--- config.mk ---
export PLATFORM = sky130hd
export DESIGN_NAME = rtc_calendar
export DESIGN_NICKNAME = d
export VERILOG_FILES = /design/src/rtl/rtc_cal_pkg.sv /design/src/rtl/rtc_cal_ctrl.sv /design/src/rtl/rtc_cal_datapath.sv /design/src/rtl/rtc_calendar.sv
export SDC_FILE = /design/constraint.sdc
export NUM_CORES = 1
export LEC_CHECK = 0
export ABC_AREA = 1
export BUFFER_PORTS_ARGS = -buffer_cell sky130_fd_sc_hd__buf_2
export CAP_MARGIN = 5
export CORE_MARGIN = 8
export CORE_UTILIZATION = 30
export CTS_CLUSTER_DIAMETER = 30
export DETAILED_ROUTE_END_ITERATION = 12
export PLACE_DENSITY_LB_ADDON = 0.25
export SLEW_MARGIN = 20
export SYNTH_ARGS = -nofsm -noshare
export SYNTH_HDL_FRONTEND = slang
export SYNTH_HIERARCHICAL = 1
export SYNTH_SLANG_ARGS = --single-unit
export TNS_END_PERCENT = 20
--- constraint.sdc ---
create_clock -name clk -period 5.96 [get_ports clk]
set_input_delay 1.192 -clock clk [delete_from_list [all_inputs] [get_ports clk]]
set_output_delay 1.192 -clock clk [all_outputs]
set_load 0.05 [all_outputs]
--- src/rtl/rtc_cal_pkg.sv ---
package rtc_cal_pkg;

  localparam int BYTE_W = 8;

  localparam int IDX_SEC    = 0;
  localparam int IDX_ASEC   = 1;
  localparam int IDX_MIN    = 2;
  localparam int IDX_AMIN   = 3;
  localparam int IDX_HOUR   = 4;
  localparam int IDX_AHOUR  = 5;
  localparam int IDX_DOW    = 6;
  localparam int IDX_DATE   = 7;
  localparam int IDX_MONTH  = 8;
  localparam int IDX_YEAR   = 9;
  localparam int IDX_STATUS = 10;
  localparam int IDX_MODE   = 11;

  localparam int MODE_BIN_BIT = 2;
  localparam int MODE_24H_BIT = 1;
  localparam logic [BYTE_W-1:0] MODE_RESET = 8'h02;

  // Strobes from the sequencer to the datapath
  typedef struct packed {
    logic advance;  // apply the one-second increment this cycle
    logic finish;   // update complete: evaluate alarm, emit done
  } updStrobe_t;

  function automatic logic [7:0] decodeField(input logic [7:0] raw, input logic binMode);
    logic [7:0] tens;
    logic [7:0] ones;
    tens = {4'b0, raw[7:4]};
    ones = {4'b0, raw[3:0]};
    return binMode ? raw : (tens * 8'd10 + ones);
  endfunction

  function automatic logic [7:0] encodeField(input logic [7:0] val, input logic binMode);
    logic [7:0] tens;
    logic [7:0] ones;
    tens = val / 8'd10;
    ones = val % 8'd10;
    return binMode ? val : {tens[3:0], ones[3:0]};
  endfunction

  function automatic logic [7:0] monthDays(input logic [7:0] month, input logic [7:0] year);
    case (month)
      8'd2:                      return (year[1:0] == 2'b00) ? 8'd29 : 8'd28;
      8'd4, 8'd6, 8'd9, 8'd11:   return 8'd30;
      default:                   return 8'd31;
    endcase
  endfunction

endpackage

--- src/rtl/rtc_cal_ctrl.sv ---
module rtc_cal_ctrl
  import rtc_cal_pkg::*;
#(
  parameter int LEAD_CYCLES = 4
) (
  input  logic       clk,
  input  logic       rstN,
  input  logic       secTick,
  output logic       uipFlag,
  output updStrobe_t strb
);

  localparam int CNT_W = $clog2(LEAD_CYCLES) + 1;
  localparam logic [CNT_W-1:0] CNT_LOAD = CNT_W'(LEAD_CYCLES - 1);

  typedef enum logic [1:0] { ST_IDLE, ST_LEAD, ST_FINISH } seqState_t;

  seqState_t       stateQ;
  logic [CNT_W-1:0] leadCnt;

  always_comb begin
    strb.advance = (stateQ == ST_LEAD) && (leadCnt == '0);
    strb.finish  = (stateQ == ST_FINISH);
  end

  always_ff @(posedge clk or negedge rstN) begin
    if (!rstN) begin
      stateQ  <= ST_IDLE;
      leadCnt <= '0;
      uipFlag <= 1'b0;
    end else begin
      case (stateQ)
        ST_IDLE: if (secTick) begin
          stateQ  <= ST_LEAD;
          leadCnt <= CNT_LOAD;
          uipFlag <= 1'b1;
        end
        ST_LEAD: begin
          if (leadCnt == '0) stateQ <= ST_FINISH;
          else               leadCnt <= leadCnt - 1'b1;
        end
        ST_FINISH: begin
          stateQ  <= ST_IDLE;
          uipFlag <= 1'b0;
        end
        default: stateQ <= ST_IDLE;
      endcase
    end
  end

  // advance only happens inside the busy window
  p_adv_in_busy_r11: assert property (@(posedge clk) disable iff (!rstN)
    strb.advance |-> uipFlag);

  // finish follows advance by exactly one cycle
  p_finish_after_adv_r11: assert property (@(posedge clk) disable iff (!rstN)
    strb.advance |=> strb.finish);

  // busy flag cannot drop (or be restarted) before the finish cycle
  p_busy_holds_r12: assert property (@(posedge clk) disable iff (!rstN)
    (uipFlag && !strb.finish) |=> uipFlag);

endmodule

--- src/rtl/rtc_cal_datapath.sv ---
module rtc_cal_datapath
  import rtc_cal_pkg::*;
#(
  parameter int ADDR_W = 4
) (
  input  logic              clk,
  input  logic              rstN,
  input  updStrobe_t        strb,
  input  logic              uipFlag,
  input  logic [ADDR_W-1:0] regAddr,
  input  logic              regWrEn,
  input  logic [BYTE_W-1:0] regWrData,
  output logic [BYTE_W-1:0] regRdData,
  output logic              updEndPulse,
  output logic              alarmPulse
);

  logic [7:0] secR, minR, hourR, dowR, dateR, monR, yearR;
  logic [7:0] aSecR, aMinR, aHourR, modeR;

  logic binMode, h24Mode;
  assign binMode = modeR[MODE_BIN_BIT];
  assign h24Mode = modeR[MODE_24H_BIT];

  // ---------------- increment network ----------------
  logic [7:0] secV, minV, h12Raw, hr24Cur, dowV, dateV, monV, yearV, mLen;
  logic [7:0] secN, minN, hr24N, h12N, dowN, dateN, monN, yearN, hourEnc, hEnc12;
  logic       secWrap, hourCarry, dayCarry, monCarry, yearCarry;

  always_comb begin
    secV   = decodeField(secR, binMode);
    minV   = decodeField(minR, binMode);
    h12Raw = decodeField({1'b0, hourR[6:0]}, binMode);
    if (h24Mode) hr24Cur = decodeField(hourR, binMode);
    else         hr24Cur = ((h12Raw == 8'd12) ? 8'd0 : h12Raw) + (hourR[7] ? 8'd12 : 8'd0);
    dowV   = decodeField(dowR, binMode);
    dateV  = decodeField(dateR, binMode);
    monV   = decodeField(monR, binMode);
    yearV  = decodeField(yearR, binMode);
    mLen   = monthDays(monV, yearV);

    secWrap   = (secV >= 8'd59);
    secN      = secWrap ? 8'd0 : secV + 8'd1;
    hourCarry = secWrap && (minV >= 8'd59);
    minN      = (minV >= 8'd59) ? 8'd0 : minV + 8'd1;
    dayCarry  = hourCarry && (hr24Cur >= 8'd23);
    hr24N     = (hr24Cur >= 8'd23) ? 8'd0 : hr24Cur + 8'd1;
    dowN      = (dowV >= 8'd7) ? 8'd1 : dowV + 8'd1;
    monCarry  = dayCarry && (dateV >= mLen);
    dateN     = (dateV >= mLen) ? 8'd1 : dateV + 8'd1;
    yearCarry = monCarry && (monV >= 8'd12);
    monN      = (monV >= 8'd12) ? 8'd1 : monV + 8'd1;
    yearN     = (yearV >= 8'd99) ? 8'd0 : yearV + 8'd1;

    h12N   = ((hr24N % 8'd12) == 8'd0) ? 8'd12 : (hr24N % 8'd12);
    hEnc12 = encodeField(h12N, binMode);
    hourEnc = h24Mode ? encodeField(hr24N, binMode) : {hr24N >= 8'd12, hEnc12[6:0]};
  end

  // ---------------- register file ----------------
  always_ff @(posedge clk or negedge rstN) begin
    if (!rstN) begin
      secR <= '0; minR <= '0; hourR <= '0; dowR <= 8'd1;
      dateR <= 8'd1; monR <= 8'd1; yearR <= '0;
      aSecR <= '0; aMinR <= '0; aHourR <= '0; modeR <= MODE_RESET;
    end else if (strb.advance) begin
      secR <= encodeField(secN, binMode);
      if (secWrap)   minR  <= encodeField(minN, binMode);
      if (hourCarry) hourR <= hourEnc;
      if (dayCarry) begin
        dowR  <= encodeField(dowN, binMode);
        dateR <= encodeField(dateN, binMode);
      end
      if (monCarry)  monR  <= encodeField(monN, binMode);
      if (yearCarry) yearR <= encodeField(yearN, binMode);
    end else if (regWrEn) begin
      case (int'(regAddr))
        IDX_SEC:   secR   <= regWrData;
        IDX_ASEC:  aSecR  <= regWrData;
        IDX_MIN:   minR   <= regWrData;
        IDX_AMIN:  aMinR  <= regWrData;
        IDX_HOUR:  hourR  <= regWrData;
        IDX_AHOUR: aHourR <= regWrData;
        IDX_DOW:   dowR   <= regWrData;
        IDX_DATE:  dateR  <= regWrData;
        IDX_MONTH: monR   <= regWrData;
        IDX_YEAR:  yearR  <= regWrData;
        IDX_MODE:  modeR  <= regWrData;
        default: ;
      endcase
    end
  end

  always_comb begin
    case (int'(regAddr))
      IDX_SEC:    regRdData = secR;
      IDX_ASEC:   regRdData = aSecR;
      IDX_MIN:    regRdData = minR;
      IDX_AMIN:   regRdData = aMinR;
      IDX_HOUR:   regRdData = hourR;
      IDX_AHOUR:  regRdData = aHourR;
      IDX_DOW:    regRdData = dowR;
      IDX_DATE:   regRdData = dateR;
      IDX_MONTH:  regRdData = monR;
      IDX_YEAR:   regRdData = yearR;
      IDX_STATUS: regRdData = {uipFlag, 7'b0};
      IDX_MODE:   regRdData = modeR;
      default:    regRdData = '0;
    endcase
  end

  // ---------------- alarm compare ----------------
  logic [2:0] fieldHit;
  always_comb begin
    fieldHit[0] = (aSecR[7:6]  == 2'b11) || (aSecR  == secR);
    fieldHit[1] = (aMinR[7:6]  == 2'b11) || (aMinR  == minR);
    fieldHit[2] = (aHourR[7:6] == 2'b11) || (aHourR == hourR);
  end

  always_ff @(posedge clk or negedge rstN) begin
    if (!rstN) begin
      updEndPulse <= 1'b0;
      alarmPulse  <= 1'b0;
    end else begin
      updEndPulse <= strb.finish;
      alarmPulse  <= strb.finish && (&fieldHit);
    end
  end

  // an advance always leaves seconds in range
  p_sec_range_r3: assert property (@(posedge clk) disable iff (!rstN)
    strb.advance |=> (decodeField(secR, binMode) < 8'd60));

  // seconds hold when neither advanced nor written
  p_sec_hold_r3: assert property (@(posedge clk) disable iff (!rstN)
    (!strb.advance && !regWrEn) |=> $stable(secR));

  // alarm pulse only with the update-ended pulse
  p_alarm_with_done_r9: assert property (@(posedge clk) disable iff (!rstN)
    alarmPulse |-> updEndPulse);

endmodule

--- src/rtl/rtc_calendar.sv ---
module rtc_calendar
  import rtc_cal_pkg::*;
#(
  parameter int ADDR_W      = 4,
  parameter int LEAD_CYCLES = 4
) (
  input  logic              clk,
  input  logic              rstN,
  input  logic              secTick,
  input  logic [ADDR_W-1:0] regAddr,
  input  logic              regWrEn,
  input  logic [7:0]        regWrData,
  output logic [7:0]        regRdData,
  output logic              updateBusy,
  output logic              updateDone,
  output logic              alarmHit
);

  updStrobe_t strb;

  rtc_cal_ctrl #(.LEAD_CYCLES(LEAD_CYCLES)) ctrl_i (
    .clk     (clk),
    .rstN    (rstN),
    .secTick (secTick),
    .uipFlag (updateBusy),
    .strb    (strb)
  );

  rtc_cal_datapath #(.ADDR_W(ADDR_W)) dp_i (
    .clk         (clk),
    .rstN        (rstN),
    .strb        (strb),
    .uipFlag     (updateBusy),
    .regAddr     (regAddr),
    .regWrEn     (regWrEn),
    .regWrData   (regWrData),
    .regRdData   (regRdData),
    .updEndPulse (updateDone),
    .alarmPulse  (alarmHit)
  );

  // busy flag is already low when the done pulse shows
  p_busy_clear_at_done_r11: assert property (@(posedge clk) disable iff (!rstN)
    updateDone |-> !updateBusy);

  // done pulse lasts one cycle
  p_done_single_r11: assert property (@(posedge clk) disable iff (!rstN)
    updateDone |=> !updateDone);

endmodule

-- After elaboration in Yosys (flattened, before gate mapping)
Index checks and enable logic that the tools add are counted.
- word-level logic and storage cells: 206
- bits of input ports: 16
- flip-flop bits (word level): 96
- bitwise gates (word level): 1
- add/subtract/negate cells: 17
- reductions and logical operators: 40
- eq/ne operators: 33
- multipliers: 8
- div/mod/pow operators: 17
- mux-type cells: 66
- magnitude comparators: 8
- operator list (cell ; count):
    $mux W8 ; 53
    $pmux W8 S12 ; 1
    $mod A8 B4 Y8 const B ; 9
    $div A8 B4 Y8 const B ; 8
    $add A8 B1 Y8 const B ; 7
    $add A8 B4 Y8 ; 7
    $mul A4 B3 Y7 const B ; 7
    $reduce_and A3 Y1 ; 12
    $eq A8 B4 Y1 const B ; 3
    $eq A8 B8 Y1 ; 3
    $reduce_bool A2 Y1 ; 10
    $eq A4 B3 Y1 const B ; 4
    $eq A4 B4 Y1 const B ; 4
    $eq A8 B3 Y1 const B ; 2
    $ge A8 B4 Y1 const B ; 2
    $ge A8 B6 Y1 const B ; 2
    $pmux W8 S2 ; 1
    $ne A2 B1 Y1 const B ; 5
    $add A7 B4 Y8 ; 1
    $add A8 B8 Y8 ; 1
    $eq A2 B2 Y1 const B ; 4
    $eq A4 B2 Y1 const B ; 2
    $eq A8 B2 Y1 const B ; 1
    $ge A8 B3 Y1 const B ; 1
    other kinds (25) ; 40

-- Depth between registers and ports, before layout
Gate-level depths: netlist of the first run.
- word-level depth: 17
- depth in mapped cells: 39

-- Modules after synthesis
Netlist of the first run, hierarchy kept.
- by module, submodules not included (module ; cells an instance ; instances ; seq. area each (µm²) ; area each (µm²)):
    rtc_cal_datapath ; 1490 ; 1 ; 2257.2 ; 9990.8
    rtc_cal_ctrl ; 40 ; 1 ; 150.1 ; 324.1

-- Least setup slack after synthesis of the first run
Ideal clock, no wire load.
- path kind: reg-to-reg
- start: register dp_i.monR[5]
- end: register dp_i.dateR[3]
- arrival time: 4438 ps
- slack: 1444 ps
- cell stages (with the launch flop): 36
- data required time: 5883 ps
- cells stage by stage: dfrtp_1 > ha_1 > ha_1 > fa_1 > inv_1 > or2_2 > nor3_1 > xor2_1 > nor2_1 > nand2_1 > inv_1 > o21ai_1 > inv_1 > nand2_1 > o21ai_0 > inv_1 > ha_1 > inv_1 > a21boi_0 > o211ai_1 > nand2_2 > nor2_1 > inv_1 > nor2_2 > nand2_2 > nand2_2 > nand2_2 > nand2_1 > inv_1 > ha_1 > nand3b_1 > nand2_1 > nand2_1 > nand3_1 > nand2_1 > a21oi_1
- cells in the longest elaborated chain, start to end: 12
- elaborated cells between the ends (all ways): 16
- classes of those cells: add/sub (1); mul (1); div (1); order compare (1); eq/ne (5); mux (6); reduce/logical (1)
- ends and longest elaborated chain (item ; RTL line ; RTL):
    start: declaration ; rtc_cal_datapath.sv:18 ; logic [7:0] secR, minR, hourR, dowR, dateR, monR, yearR;
    start signal: assignment ; rtc_cal_datapath.sv:74 ; if (monCarry) monR <= encodeField(monN, binMode);
    start signal: assignment ; rtc_cal_datapath.sv:86 ; IDX_MONTH: monR <= regWrData;
    $mul A4 B3 Y7 ; rtc_cal_pkg.sv:33 ; return binMode ? raw : (tens * 8'd10 + ones);
    $add A8 B4 Y8 ; rtc_cal_pkg.sv:33 ;
    $mux W8 * ; rtc_cal_pkg.sv:33 ;
    $eq A8 B3 Y1 / $eq A8 B4 Y1 (equally long branches) ; rtc_cal_pkg.sv:45 ; case (month)
    $reduce_or A4 Y1 ; rtc_cal_pkg.sv:45 ;
    $pmux W8 S2 * ; rtc_cal_pkg.sv:45 ;
    $ge A8 B8 Y1 * ; rtc_cal_datapath.sv:50 ; dateN = (dateV >= mLen) ? 8'd1 : dateV + 8'd1;
    $mux W8 * ; rtc_cal_datapath.sv:50 ;
    $mod A8 B4 Y8 ; rtc_cal_pkg.sv:40 ; ones = val % 8'd10;
    $mux W8 * ; rtc_cal_pkg.sv:41 ; return binMode ? val : {tens[3:0], ones[3:0]};
    $mux W8 * ; rtc_cal_datapath.sv:70 ; if (dayCarry) begin
    $mux W8 * ; rtc_cal_datapath.sv:66 ; end else if (strb.advance) begin
    end signal: assignment ; rtc_cal_datapath.sv:72 ; dateR <= encodeField(dateN, binMode);
    end signal: assignment ; rtc_cal_datapath.sv:85 ; IDX_DATE: dateR <= regWrData;
    end: declaration ; rtc_cal_datapath.sv:18 ;
Every way passes the cells marked *; elsewhere a longest branch is shown, timed or not. The select of a mux whose other input is x is not followed.
A chain may end at the register's enable or synchronous reset.

-- Worst setup path in the final report of the first run
Ends and elaborated chain as after synthesis.

==> results.py, run 1 <==
metrics = {
    "run_status": {
        "status": "complete, no violations",
    },
    "finish": {
        "final_common_cell": "nand2_1",
        "area.sequential_sq_um": 2409,
        "num-fill-cells": 3810,
        "layout-drive-gt1-share_pct": 12.63,
        "multi_input_area_sq_um": 6889,
        "nets": 1646,
        "utilization_pct": 32.70,
        "diodes": 0,
        "area_growth_pct": 8.442,
        "final_cell_mix": "nand2_1 (379), inv_1 (185), nor2_1 (158)",
    },
    "worst_hold_path": {
        "worstHoldStart": "ctrl_i/stateQ[0]$_DFFE_PN0P_",
        "min_path_type": "reg -> reg",
    },
    "worst_setup_path": {
        "cp-endpoint": "dp_i/dateR[3]$_DFFE_PN0P_",
        "r2r_end": "dp_i/dateR[3]$_DFFE_PN0P_",
        "crit_path_frequent_cell": "inv_1",
        "required_ps": 6240,
        "r2r-start": "dp_i/monR[5]$_DFFE_PN0P_",
        "slowest_delay_ps": 490,
        "path_max_fanout": 6,
        "cp.arrival_ps": 5240,
        "r2r_cells": 35,
        "rrSetupSlack_ps": 1000,
        "start_kind": "flip-flop",
        "startpoint": "dp_i/monR[5]$_DFFE_PN0P_",
        "critPathCaptureType": "flip-flop",
        "cp_slowest_cell": "fa_1",
        "crit_type": "reg -> reg",
    },
    "clock_tree": {
        "cts_buffers": 9,
        "h-tree-depth": 3,
        "cts_root_buf": "clkbuf_16",
        "clock_latency_ps": 360,
        "postCtsHoldBufs": 0,
        "clk_pin_slew_ps": 70,
        "clock_path_buffers": 2,
        "postCtsSetupBuffers": 0,
        "cts_resized": 0,
        "numClockSinks": 96,
        "cts_tree": "done",
    },
    "synth": {
        "synth_edf_count": 0,
        "syn_avg_cell_area_sq_um": 6.742,
        "synth_warnings": 6,
        "ys_ff_latch": 96,
        "synth_async_sr_flop_share_pct": 100.0,
        "ys.flop_type": "dfrtp_1",
        "synthCells": 1530,
        "synth.distinct_cells": 64,
        "syn_area_sq_um": 10310,
        "ys_seq_area_share_pct": 23.34,
        "syn_nets": 1637,
    },
    "global_route": {
        "antenna_found_initial": 0,
        "grt_pass1_vias": 9613,
        "grt_max_degree": 71,
        "grt_use_total_pct": 15.52,
        "grt_pass1_wl_um": 51680,
        "grt_overflow": 0,
    },
    "route": {
        "wire_per_inst_um": 15.70,
        "vias_per_cell": 5.042,
        "vias": 10080,
        "ant_nets": 0,
        "wl_um": 31380,
        "drc_errors": 0,
        "first_pass_iters": 5,
        "drt-initial-drc-count": 779,
    },
    "flow_run": {
        "cap_violations": 0,
    },
    "placed_design": {
        "dp_hpwl_um": 24260,
        "gp_congestion": 0.8815,
        "port_buffers": 26,
    },
    "timing": {
        "tns_ps": 0,
        "final_hold_viol_count": 0,
        "finalCritPeriodShare_pct": 83.18,
        "slew_violations": 0,
        "setup_viol": 0,
        "maxSlewHeadroom_pct": 28.20,
        "fmax_ghz": 0.2017,
        "fin_skew_ps": 11.52,
        "rsz0062_at_grt": "no",
        "max_slew.worst_pin.slew_ps": 1073,
        "finalCriticalPeriod_ps": 4958,
    },
    "die": {
        "num_rows": 68,
        "fp.dieH_um": 201.4,
        "ioPinCount": 27,
        "die_x_um": 201.4,
        "core_sq_um": 34200,
        "initial_core_util_pct": 30.16,
        "die_area_sq_um": 40570,
    },
}
[sequential cells by signal, summed over array words and instances (netlist names)]
name              flops
dp_i/dateR            8
dp_i/modeR            8
dp_i/dowR             8
dp_i/aHourR           8
dp_i/secR             8
ctrl_i/leadCnt        3
dp_i/minR             8
dp_i/updEndPulse      1
dp_i/hourR            8
dp_i/monR             8
dp_i/alarmPulse       1
ctrl_i/uipFlag        1
dp_i/aMinR            8
dp_i/aSecR            8
dp_i/yearR            8
ctrl_i/stateQ         2
[critical path: cells and delay by family (launching register included)]
kind                       cells  cell delay, ps
AOI/OAI and AO/OA              5             650
xor gates and xnor gates       1             160
adders and majority gates      5            1430
buffers and inverters          7             460
DFF                            1             440
and+or+nand+nor               17            1770
[stage by stage]
step | hold WS, ps | setup WS [ps] | instance area [sq um] | std cells
after detailed placement | 484.1 | 1036 | 10870 | 1983
after CTS | 498.7 | 997.8 | 11190 | 1999
after global routing | 534.0 | 537.8 | 11190 | 1999
after global placement | 477.3 | 1187 | 10870 | 1983
after floorplan | 451.1 | 1444 | 10310 | 1530
final | 497.5 | 1002 | 11190 | 1999
[how the worst min path moves through the flow]
stage          cells past startpoint  slack (ps)                    endpoint
3_3_place_gp                       2         480   dp_i/modeR[5]$_DFFE_PN0P_
6_report                           1         500  dp_i/updEndPulse$_DFF_PN0_
5_1_grt                            2         530   dp_i/modeR[4]$_DFFE_PN0P_
3_5_place_dp                       2         480   dp_i/modeR[7]$_DFFE_PN0P_
2_1_floorplan                      1         450  dp_i/updEndPulse$_DFF_PN0_
4_1_cts                            1         500  dp_i/updEndPulse$_DFF_PN0_
[logic make-up after synthesis]
group / share of synthesized area, %
muxes: 0.2669
AOI/OAI and AO/OA: 16.51
adders and majority gates: 12.13
DFF: 23.34
xor gates and xnor gates: 3.287
buffers and inverters: 9.947
and+or+nand+nor: 34.52
[cell type report]
type | count | share of cell area (%)
clock inverters | 6 | 0.8166
repair buffers | 33 | 1.655
multi-input cells | 1183 | 61.59
clock buffers | 10 | 2.047
well taps | 455 | 5.089
flip-flops and latches | 96 | 21.53
inverters | 216 | 7.271
[cell usage after synthesis (3+ instances only)]
| library cell | instances | area share (%) |
|---|---|---|
| nand3_1 | 104 | 5.0 |
| nor2_8 | 4 | 0.78 |
| fa_1 | 15 | 2.9 |
| a31oi_1 | 21 | 1.3 |
| inv_1 | 185 | 6.7 |
| o21ai_1 | 24 | 1.2 |
| o22ai_1 | 18 | 1.1 |
| nor2_1 | 159 | 5.8 |
| nand2_4 | 3 | 0.33 |
| nand2_2 | 43 | 2.6 |
| buf_6 | 8 | 0.87 |
| o21ai_0 | 89 | 4.3 |
| nor2_2 | 12 | 0.73 |
| clkinv_1 | 3 | 0.11 |
| xnor2_1 | 18 | 1.5 |
| a21oi_2 | 11 | 0.93 |
| nand4_1 | 27 | 1.6 |
| a21o_1 | 3 | 0.22 |
| nand3b_1 | 9 | 0.65 |
| xor2_1 | 17 | 1.4 |
| buf_4 | 3 | 0.22 |
| nand2_1 | 379 | 14 |
| dfstp_2 | 4 | 1.0 |
| nor4_1 | 3 | 0.18 |
| a21oi_1 | 56 | 2.7 |
| or2_1 | 3 | 0.18 |
| nand3_2 | 7 | 0.68 |
| o21ai_2 | 7 | 0.59 |
| a221oi_1 | 23 | 2.0 |
| o31ai_1 | 3 | 0.22 |
| ha_1 | 76 | 9.2 |
| clkbuf_1 | 14 | 0.51 |
| inv_2 | 27 | 0.98 |
| nor3_1 | 3 | 0.15 |
| buf_2 | 8 | 0.39 |
| or2_2 | 4 | 0.24 |
| o211ai_1 | 6 | 0.44 |
| dfrtp_1 | 92 | 22 |
| nor2_4 | 7 | 0.76 |
[per-layer routing]
layer  share of wire, %  global-route usage [%]
met5                  0                       0
met1                 48                   21.61
met4                2.4                   5.400
met2                 45                   24.93
met3                4.4                   1.238
Power of run 1 is left out: the tool's default activity adds up to more than one toggle a clock period on the data nets, which glitch-free logic cannot reach.
==> run 2: changes to the inputs <==
==> constraint.sdc (replaced) <==
create_clock -name clk -period 4 [get_ports clk]
set_input_delay 0.8 -clock clk [delete_from_list [all_inputs] [get_ports clk]]
set_output_delay 0.8 -clock clk [all_outputs]
set_load 0.05 [all_outputs]
==> results.py, run 2 (synthesis results as in run 1) <==
metrics = {
    "run_status": {
        "status": "complete, but fails checks",
        "failed_checks": "setup timing",
    },
    "route": {
        "vias_per_cell": 4.891,
        "drc_errors": 0,
        "first_pass_iters": 7,
        "ant_nets": 0,
        "vias": 10430,
        "wl_um": 32440,
        "wire_per_inst_um": 15.21,
        "drt-initial-drc-count": 615,
    },
    "die": {
        "num_rows": 68,
        "ioPinCount": 27,
        "core_sq_um": 34200,
        "fp.dieH_um": 201.4,
        "die_area_sq_um": 40570,
        "die_x_um": 201.4,
        "initial_core_util_pct": 30.16,
    },
    "timing": {
        "setup_ws_ps": -627.3,
        "tns_ps": -10620,
        "slew_violations": 0,
        "finalCritPeriodShare_pct": 115.7,
        "fmax_ghz": 0.2161,
        "finalCriticalPeriod_ps": 4627,
        "rsz0062_at_grt": "yes",
        "setup_viol": 38,
        "final_hold_viol_count": 0,
        "max_slew.worst_pin.slew_ps": 913.5,
        "fin_skew_ps": 7.587,
        "maxSlewHeadroom_pct": 38.88,
    },
    "global_route": {
        "grt_overflow": 0,
        "antenna_found_initial": 1,
        "grt_pass1_vias": 10030,
        "grt_use_total_pct": 15.67,
        "grt_pass1_wl_um": 52180,
        "grt_max_degree": 52,
    },
    "worst_setup_path": {
        "r2r_end": "dp_i/hourR[3]$_DFFE_PN0P_",
        "critPathCaptureType": "flip-flop",
        "cp_slowest_cell": "fa_2",
        "r2r_cells": 32,
        "r2r-start": "dp_i/hourR[4]$_DFFE_PN0P_",
        "slowest_delay_ps": 520,
        "path_max_fanout": 5,
        "start_kind": "flip-flop",
        "crit_type": "reg -> reg",
        "rrSetupSlack_ps": -630,
        "cp.arrival_ps": 4870,
        "required_ps": 4240,
    },
    "finish": {
        "utilization_pct": 36.87,
        "final_cell_mix": "nand2_1 (355), inv_1 (176), nor2_1 (150)",
        "layout-drive-gt1-share_pct": 23.85,
        "diodes": 0,
        "final_common_cell": "nand2_1",
        "nets": 1779,
        "area_growth_pct": 22.26,
    },
    "clock_tree": {
        "h-tree-depth": 3,
        "clock_path_buffers": 2,
        "clk_pin_slew_ps": 70,
        "clock_latency_ps": 350,
        "cts_root_buf": "clkbuf_16",
        "cts_tree": "done",
        "cts_buffers": 9,
        "postCtsHoldBufs": 0,
        "numClockSinks": 96,
    },
    "flow_run": {
        "cap_violations": 0,
    },
    "placed_design": {
        "port_buffers": 26,
        "pre_cts_slack_ps": -568.3,
        "gp_congestion": 0.9205,
        "dp_hpwl_um": 25440,
    },
    "worst_hold_path": {
        "min_path_type": "in -> async",
    },
}
## run 2: cell count changes in the layout (fill, tap and decap cells not counted), sizes merged
| cell | before | now |
|---|---|---|
| inv | 215 | 214 |
| bufinv | 2 | 0 |
| clkinvlp | 0 | 1 |
| clkinv | 5 | 7 |
| buf | 33 | 166 |
## run 2: metal layers
| metal | share of wire, % | up-vias | track usage [%] | wire [um] |
|---|---|---|---|---|
| li1 | - | 5339 | - | - |
| met1 | 47 | 4855 | 20.91 | 15400 |
| met2 | 47 | 195 | 26.07 | 15160 |
| met3 | 3.2 | 38 | 1.608 | 1041 |
| met4 | 2.6 | 0 | 5.296 | 833 |
| met5 | 0 | - | 0 | 0 |
## run 2: critical path, delay by kind of cell (launching register included)
family	cells	cell delay, ps
buf+inv	5	560
fa+ha+maj	5	1510
compound gates	3	290
simple gates	18	1580
flops	1	420
xor+xnor	1	160
## run 2: how the worst max path moves through the flow
| stage | slack [ps] | end | from |
|---|---|---|---|
| 6_report | -630 | dp_i/hourR[3]$_DFFE_PN0P_ | dp_i/hourR[4]$_DFFE_PN0P_ |
| 5_1_grt | -910 | dp_i/dateR[3]$_DFFE_PN0P_ | dp_i/monR[7]$_DFFE_PN0P_ |
| 4_1_cts | -480 | dp_i/dateR[3]$_DFFE_PN0P_ | dp_i/monR[5]$_DFFE_PN0P_ |
| 3_5_place_dp | -570 | dp_i/dateR[3]$_DFFE_PN0P_ | dp_i/monR[7]$_DFFE_PN0P_ |
| 3_3_place_gp | -450 | dp_i/dateR[3]$_DFFE_PN0P_ | dp_i/monR[7]$_DFFE_PN0P_ |
| 2_1_floorplan | -320 | dp_i/hourR[2]$_DFFE_PN0P_ | dp_i/hourR[6]$_DFFE_PN0P_ |
## run 2: cell type report
class	count	area (sq um)
repair buffers	166	1279
inverters	216	813.3
clock buffers	10	239.0
fillers	3678	21590
well taps	455	569.3
flip-flops and latches	96	2410
clock inverters	6	43.79
multi-input cells	1183	7257
## run 2: per-stage QoR
stage	area, sq um	instances	hold slack, ps
6_report	12610	2132	492.4
5_1_grt	12610	2132	529.0
4_1_cts	12240	2119	494.6
3_5_place_dp	11760	2091	478.9
3_3_place_gp	11760	2091	471.5
2_1_floorplan	10370	1530	451.1
## run 2: timing repair
item | 4_1_cts | 5_1_grt
buffers inserted | 12 | 13
resized for setup | 34 | 69
pin swaps | 30 | 56
endpoints found under the hold margin | 0 | 0
setup endpoints to repair | 38 | 43
Power of run 2 is left out for the same reason.
